<file path="config.mk">
export PLATFORM = sky130hd
export DESIGN_NAME = pgseg_xlate
export DESIGN_NICKNAME = d
export VERILOG_FILES = /design/src/rtl/pgseg_pkg.sv /design/src/rtl/pgseg_regs.sv /design/src/rtl/pgseg_pte.sv /design/src/rtl/pgseg_ctrl.sv /design/src/rtl/pgseg_xlate.sv
export SDC_FILE = /design/constraint.sdc
export NUM_CORES = 1
export LEC_CHECK = 0
export ABC_AREA = 1
export CELL_PAD_IN_SITES_DETAIL_PLACEMENT = 2
export CELL_PAD_IN_SITES_GLOBAL_PLACEMENT = 2
export CORE_MARGIN = 1
export CORE_UTILIZATION = 34
export CTS_CLUSTER_SIZE = 14
export DETAILED_ROUTE_END_ITERATION = 7
export MAX_ROUTING_LAYER = met4
export PLACE_DENSITY = 0.8
export SLEW_MARGIN = 0
export SYNTH_ARGS = -nofsm -noshare
export SYNTH_HDL_FRONTEND = slang
export SYNTH_SLANG_ARGS = --single-unit
</file>
<file path="constraint.sdc">
create_clock -name clk -period 13.25 [get_ports clk]
set_input_delay 3.975 -clock clk [delete_from_list [all_inputs] [get_ports clk]]
set_output_delay 3.975 -clock clk [all_outputs]
set_load 0.01 [all_outputs]
</file>
<file path="src/rtl/pgseg_pkg.sv">
package pgseg_pkg;
  typedef enum logic [1:0] {
    XC_NONE   = 2'd0,
    XC_BOUND  = 2'd1,
    XC_ABSENT = 2'd2
  } xcode_e;

  typedef enum logic [1:0] {
    ST_IDLE  = 2'd0,
    ST_CHECK = 2'd1,
    ST_READ  = 2'd2,
    ST_WAIT  = 2'd3
  } xstate_e;
endpackage

</file>
<file path="src/rtl/pgseg_regs.sv">
module pgseg_regs #(
  parameter int SEG_W   = 2,
  parameter int ADDR_W  = 32,
  parameter int BOUND_W = 19
) (
  input  logic               clk,
  input  logic               rst_n,
  input  logic               wr_en,
  input  logic [SEG_W-1:0]   wr_seg,
  input  logic               wr_field,
  input  logic [ADDR_W-1:0]  wr_data,
  input  logic [SEG_W-1:0]   rd_seg,
  output logic [ADDR_W-1:0]  rd_base,
  output logic [BOUND_W-1:0] rd_bound
);
  localparam int SEGS = 1 << SEG_W;

  logic [ADDR_W-1:0]  base_q  [SEGS];
  logic [BOUND_W-1:0] bound_q [SEGS];
  logic [SEGS-1:0]    base_en;
  logic [SEGS-1:0]    bound_en;

  // per-segment write enables
  for (genvar g = 0; g < SEGS; g++) begin : g_we
    assign base_en[g]  = wr_en && (wr_seg == SEG_W'(g)) && !wr_field;
    assign bound_en[g] = wr_en && (wr_seg == SEG_W'(g)) &&  wr_field;
  end

  always_ff @(posedge clk or negedge rst_n) begin
    if (!rst_n) begin
      for (int i = 0; i < SEGS; i++) begin
        base_q[i]  <= '0;
        bound_q[i] <= '0;
      end
    end else begin
      for (int i = 0; i < SEGS; i++) begin
        if (base_en[i])  base_q[i]  <= wr_data;
        if (bound_en[i]) bound_q[i] <= wr_data[BOUND_W-1:0];
      end
    end
  end

  assign rd_base  = base_q[rd_seg];
  assign rd_bound = bound_q[rd_seg];
endmodule

</file>
<file path="src/rtl/pgseg_pte.sv">
module pgseg_pte #(
  parameter int ADDR_W = 32,
  parameter int OFF_W  = 12
) (
  input  logic [ADDR_W-OFF_W-1:0] frame_i,
  input  logic                    present_i,
  input  logic [OFF_W-1:0]        off_i,
  output logic                    present_o,
  output logic [ADDR_W-1:0]       phys_o
);
  assign present_o = present_i;
  assign phys_o    = {frame_i, off_i};
endmodule

</file>
<file path="src/rtl/pgseg_ctrl.sv">
module pgseg_ctrl
  import pgseg_pkg::*;
#(
  parameter int SEG_W  = 2,
  parameter int ADDR_W = 32,
  parameter int OFF_W  = 12,
  parameter int PTE_SH = 2
) (
  input  logic                      clk,
  input  logic                      rst_n,
  input  logic                      req_valid,
  input  logic [ADDR_W-1:0]         req_vaddr,
  output logic                      req_ready,
  input  logic [ADDR_W-1:0]         seg_base,
  input  logic [ADDR_W-SEG_W-OFF_W:0] seg_bound,
  output logic [OFF_W-1:0]          off_o,
  input  logic                      pte_present,
  input  logic [ADDR_W-1:0]         pte_phys,
  output logic                      mem_rd_valid,
  input  logic                      mem_rd_ready,
  output logic [ADDR_W-1:0]         mem_rd_addr,
  input  logic                      mem_rsp_valid,
  output logic                      done,
  output logic [1:0]                exc,
  output logic [ADDR_W-1:0]         paddr
);
  localparam int PIDX_W  = ADDR_W - SEG_W - OFF_W;
  localparam int BOUND_W = PIDX_W + 1;
  localparam int PAD_W   = ADDR_W - PIDX_W - PTE_SH;

  xstate_e             state_q, state_d;
  logic [ADDR_W-1:0]   base_q;
  logic [BOUND_W-1:0]  bound_q;
  logic [PIDX_W-1:0]   pidx_q;
  logic [OFF_W-1:0]    off_q;
  logic                done_q, done_d;
  xcode_e              exc_q, exc_d;
  logic [ADDR_W-1:0]   paddr_q, paddr_d;
  logic                cap_en;
  logic                in_bound;

  assign cap_en   = (state_q == ST_IDLE) && req_valid;
  assign in_bound = {1'b0, pidx_q} < bound_q;

  always_comb begin
    state_d = state_q;
    done_d  = 1'b0;
    exc_d   = exc_q;
    paddr_d = paddr_q;
    case (state_q)
      ST_IDLE:  if (req_valid) state_d = ST_CHECK;
      ST_CHECK: begin
        if (in_bound) begin
          state_d = ST_READ;
        end else begin
          state_d = ST_IDLE;
          done_d  = 1'b1;
          exc_d   = XC_BOUND;
          paddr_d = '0;
        end
      end
      ST_READ:  if (mem_rd_ready) state_d = ST_WAIT;
      ST_WAIT: begin
        if (mem_rsp_valid) begin
          state_d = ST_IDLE;
          done_d  = 1'b1;
          if (pte_present) begin
            exc_d   = XC_NONE;
            paddr_d = pte_phys;
          end else begin
            exc_d   = XC_ABSENT;
            paddr_d = '0;
          end
        end
      end
      default:  state_d = ST_IDLE;
    endcase
  end

  always_ff @(posedge clk or negedge rst_n) begin
    if (!rst_n) begin
      state_q <= ST_IDLE;
      done_q  <= 1'b0;
      base_q  <= '0;
      bound_q <= '0;
      pidx_q  <= '0;
      off_q   <= '0;
      exc_q   <= XC_NONE;
      paddr_q <= '0;
    end else begin
      state_q <= state_d;
      done_q  <= done_d;
      if (cap_en) begin
        base_q  <= seg_base;
        bound_q <= seg_bound;
        pidx_q  <= req_vaddr[OFF_W +: PIDX_W];
        off_q   <= req_vaddr[OFF_W-1:0];
      end
      if (done_d) begin
        exc_q   <= exc_d;
        paddr_q <= paddr_d;
      end
    end
  end

  assign req_ready    = (state_q == ST_IDLE);
  assign mem_rd_valid = (state_q == ST_READ);
  assign mem_rd_addr  = base_q + {{PAD_W{1'b0}}, pidx_q, {PTE_SH{1'b0}}};
  assign off_o        = off_q;
  assign done         = done_q;
  assign exc          = exc_q;
  assign paddr        = paddr_q;
endmodule

</file>
<file path="src/rtl/pgseg_xlate.sv">
module pgseg_xlate #(
  parameter int ADDR_W = 32,
  parameter int SEG_W  = 2,
  parameter int OFF_W  = 12,
  parameter int PTE_SH = 2
) (
  input  logic              clk,
  input  logic              rst_n,
  input  logic              cfg_we,
  input  logic [SEG_W-1:0]  cfg_seg,
  input  logic              cfg_field,
  input  logic [ADDR_W-1:0] cfg_data,
  input  logic              req_valid,
  output logic              req_ready,
  input  logic [ADDR_W-1:0] req_vaddr,
  output logic              mem_rd_valid,
  input  logic              mem_rd_ready,
  output logic [ADDR_W-1:0] mem_rd_addr,
  input  logic              mem_rsp_valid,
  input  logic [ADDR_W-1:0] mem_rsp_data,
  output logic              done,
  output logic [1:0]        exc,
  output logic [ADDR_W-1:0] paddr
);
  localparam int PIDX_W  = ADDR_W - SEG_W - OFF_W;
  localparam int BOUND_W = PIDX_W + 1;

  logic               rst_m, rst_s;
  logic [ADDR_W-1:0]  seg_base;
  logic [BOUND_W-1:0] seg_bound;
  logic [OFF_W-1:0]   off;
  logic               pte_present;
  logic [ADDR_W-1:0]  pte_phys;

  // reset asserts at once, releases on the clock
  always_ff @(posedge clk or negedge rst_n) begin
    if (!rst_n) begin
      rst_m <= 1'b0;
      rst_s <= 1'b0;
    end else begin
      rst_m <= 1'b1;
      rst_s <= rst_m;
    end
  end

  pgseg_regs #(.SEG_W(SEG_W), .ADDR_W(ADDR_W), .BOUND_W(BOUND_W)) u_regs (
    .clk      (clk),
    .rst_n    (rst_s),
    .wr_en    (cfg_we),
    .wr_seg   (cfg_seg),
    .wr_field (cfg_field),
    .wr_data  (cfg_data),
    .rd_seg   (req_vaddr[ADDR_W-1 -: SEG_W]),
    .rd_base  (seg_base),
    .rd_bound (seg_bound)
  );

  pgseg_pte #(.ADDR_W(ADDR_W), .OFF_W(OFF_W)) u_pte (
    .frame_i   (mem_rsp_data[ADDR_W-1:OFF_W]),
    .present_i (mem_rsp_data[0]),
    .off_i     (off),
    .present_o (pte_present),
    .phys_o    (pte_phys)
  );

  pgseg_ctrl #(.SEG_W(SEG_W), .ADDR_W(ADDR_W), .OFF_W(OFF_W), .PTE_SH(PTE_SH)) u_ctrl (
    .clk           (clk),
    .rst_n         (rst_s),
    .req_valid     (req_valid),
    .req_vaddr     (req_vaddr),
    .req_ready     (req_ready),
    .seg_base      (seg_base),
    .seg_bound     (seg_bound),
    .off_o         (off),
    .pte_present   (pte_present),
    .pte_phys      (pte_phys),
    .mem_rd_valid  (mem_rd_valid),
    .mem_rd_ready  (mem_rd_ready),
    .mem_rd_addr   (mem_rd_addr),
    .mem_rsp_valid (mem_rsp_valid),
    .done          (done),
    .exc           (exc),
    .paddr         (paddr)
  );
endmodule

</file>
==> results.md <==
* Status: completed
* Setup ws final at 6.07 ns
* Buf+Inv Stages, Crit Path at 2
* Post-synth net total at 2069
* NumNets Final at 2179
* Final min period at 7.18 ns
* FP Rows at 78
* Unrepaired setup endpoints after global routing: false
* Critical path required time at 9.27 ns
* Drc violations at 0
* Vias in the first global route at 15295
* Period utilization at 0.542
* Sink Count at 324
* Post-Synthesis Cells at 1928
* Critical path cell sequence: ha_1, inv_1, fa_1, o21ai_2, nand2_1, nand2_2, nand2_1, nand2_1, nand2_1, nand2_1, nand2_1, nand2_1, clkdlybuf4s50_1
* Drt via density at 5.17
* Final Hold Viols at 0
* Num ports at 174
* I/O Buffers at 162
* Clk root buf: clkbuf_16
* CP arrival at 3.20 ns
* Drt first-iter violations at 633
* Tightest Hold Check Type: register to asynchronous set/reset pin
* Filler cell count at 5091
* Cell Pwr Density at 230 nW/um2
* # resized after CTS at 0
* Slew @ Worst Pin at 1.29 ns
* Gr ovfl total at 0
* Fraction of registers with async set/reset at 1.00
* Gp weighted congestion at 0.898
* Core area at 45400 um2
* Number of flops mapped to enable cells by yosys at 0
* Clock slew at reported path FFs at 0.06 ns
* DRT Wirelength at 53200 um
* Synth Cell Area at 15700 um2
* FMAX at 0.139 GHz
* Die W at 217 um
* Post-synthesis register bit count at 324
* Die Area at 47000 um2
* Slowest CP cell: clkdlybuf4s50_1
* Place WS at 6.65 ns
* Ys Warns at 0
* Synth area leaders: dfrtp_1 (52%), nand2_1 (12%), o21ai_0 (10%)
* Placed instance area at 17600 um2
* Most used cell, CP: nand2_1
* CP Class: register to output port
* Cell taking the most area after synthesis: dfrtp_1
* TritonCTS clock tree: done
* Largest net degree at the start of global routing at 103
* Post-synth top flop: dfrtp_1
* Hold Buf Count CTS at 0
* Share of cells above drive strength 1 at 0.0814
* Max-slew violation count at 0
* Most instantiated library cell after synthesis: nand2_1
* Most common library cells after synthesis: nand2_1 (499), dfrtp_1 (324), o21ai_0 (319)
* Max Cap Viol at 0
* Die Ht at 217 um
* Synth top area share at 0.517
* Crit end category: output port
* Wire per inst at 20.0 um
* First-pass GRT wire length at 85000 um
* CP max FO at 4
* Top Family by Delay on Critical Path: simple AND/OR/NAND/NOR gates
* GRT Total Usage at 0.237
* Post-Layout Inst Area at 18900 um2
* Sequential cell area fraction in the yosys report at 0.517
* HPWL after detailed placement at 35100 um
* Setup TNS at 0 ns
* Worst skew pair latency at 0.56 ns
* Mapped Avg Cell Area at 8.13 um2
* Final setup fails at 0
* Area added between synthesis and finish at 20.7%
* Pre-antenna DRT Iters at 4
* Slowest stage delay, CP at 0.53 ns
* Setup Fix Bufs, Post-CTS at 0
* Maximum VDD drop at 0.129 mV
* Clk buf depth at 3
* H-Tree Depth at 2
* Leak pwr at 8.97 nW
* Total CTS buffers at 38
* Rel. slew slack at 0.139
* Power Total at 4.36 mW
* Initial core utilization at 0.345
* Crit start category: register
* Vias at 13779
* Final ANT Viol Nets at 0
* Initial antenna violation count at 1
* Fin Clk Skew at 0.0158 ns
* Distinct cells, synth at 42
[final timing paths]
check | startpoint | endpoint | slack (ns) | cells after the start
min reg2reg | rst_s | u_regs.bound_q[70] | 0.33 | 0
max | u_ctrl.base_q[2] | mem_rd_addr[28] | 6.07 | 13
max in group asynchronous | rst_n | rst_s | 9.53 | 1
min | rst_s | u_regs.bound_q[70] | 0.33 | 0
max reg2reg | register | u_ctrl.base_q[10] | 10.58 | 7
min in group clk | rst_m | rst_s | 0.36 | 0
[where the power goes]
group	switching, mW	total, mW	leakage, nW	internal, mW
sequential	0.211	1.48	4.09	1.27
clock	0.430	1.09	0.633	0.655
combinational	1.07	1.79	4.25	0.727
[registers in the layout, summed over array words and instances (netlist names), named ones only]
| name | flops |
|---|---|
| u_ctrl.bound_q | 19 |
| u_ctrl.state_q | 1 |
| u_ctrl.base_q | 32 |
| u_ctrl.done | 1 |
| u_ctrl.off_o | 12 |
| rst_s | 1 |
| u_regs.bound_q | 76 |
| u_ctrl.pidx_q | 18 |
| rst_m | 1 |
| u_regs.base_q | 128 |
| u_ctrl.paddr | 32 |
| u_ctrl.exc | 2 |
[cell families after synthesis]
logic type / count (synthesis) / synth area share
compound gates: 440 / 0.146
other cells: 1 / 0.000239
flops: 324 / 0.517
simple gates: 880 / 0.234
fa+ha+maj: 36 / 0.0292
xor+xnor: 15 / 0.00838
buf+inv: 232 / 0.0642
[per-stage QoR]
| stage | hold slack, ns | utilization | instances |
|---|---|---|---|
| 2_1_floorplan | 0.331 | - | 1928 |
| 3_3_place_gp | 0.338 | 0.389 | 2598 |
| 3_5_place_dp | 0.346 | 0.389 | 2598 |
| 4_1_cts | 0.352 | 0.417 | 2664 |
| 5_1_grt | 0.363 | 0.417 | 2665 |
| 6_report | 0.333 | 0.417 | 2665 |
[final cells by class]
type	count	area, um2	area share
Multi-Input combinational cell	1372	6570	0.347
Antenna cell	1	2.50	0.000132
Timing Repair Buffer	177	1720	0.0911
Inverter	125	477	0.0252
Clock buffer	58	1190	0.0629
Tap cell	600	751	0.0397
Sequential cell	324	8110	0.429
Clock inverter	8	92.6	0.00489
[layer usage]
layer / wire (um) / global-route usage / up-vias
li1: - / - / 6455
met1: 24000 / 0.295 / 7022
met2: 26400 / 0.401 / 214
met3: 1520 / 0.0293 / 88
met4: 1380 / 0.0721 / 0
met5: 0 / - / -
[layout by cell type, fill, tap and decap left out, types with 10 or more instances in the layout]
master / Yosys / layout
nor2_1: 224 / 224
inv_1: 118 / 118
o21ai_0: 319 / 319
clkbuf_16: 0 / 41
dfrtp_1: 324 / 323
nand2_1: 499 / 497
clkbuf_8: 1 / 10
xor2_1: 12 / 12
o21ai_1: 33 / 33
o22ai_1: 32 / 32
ha_1: 35 / 35
nand2_2: 62 / 64
a31oi_1: 19 / 19
nand3_1: 60 / 58
a21oi_1: 26 / 26
buf_4: 8 / 15
clkdlybuf4s50_1: 0 / 160
No activity file was read; power rests on OpenSTA's default activity.
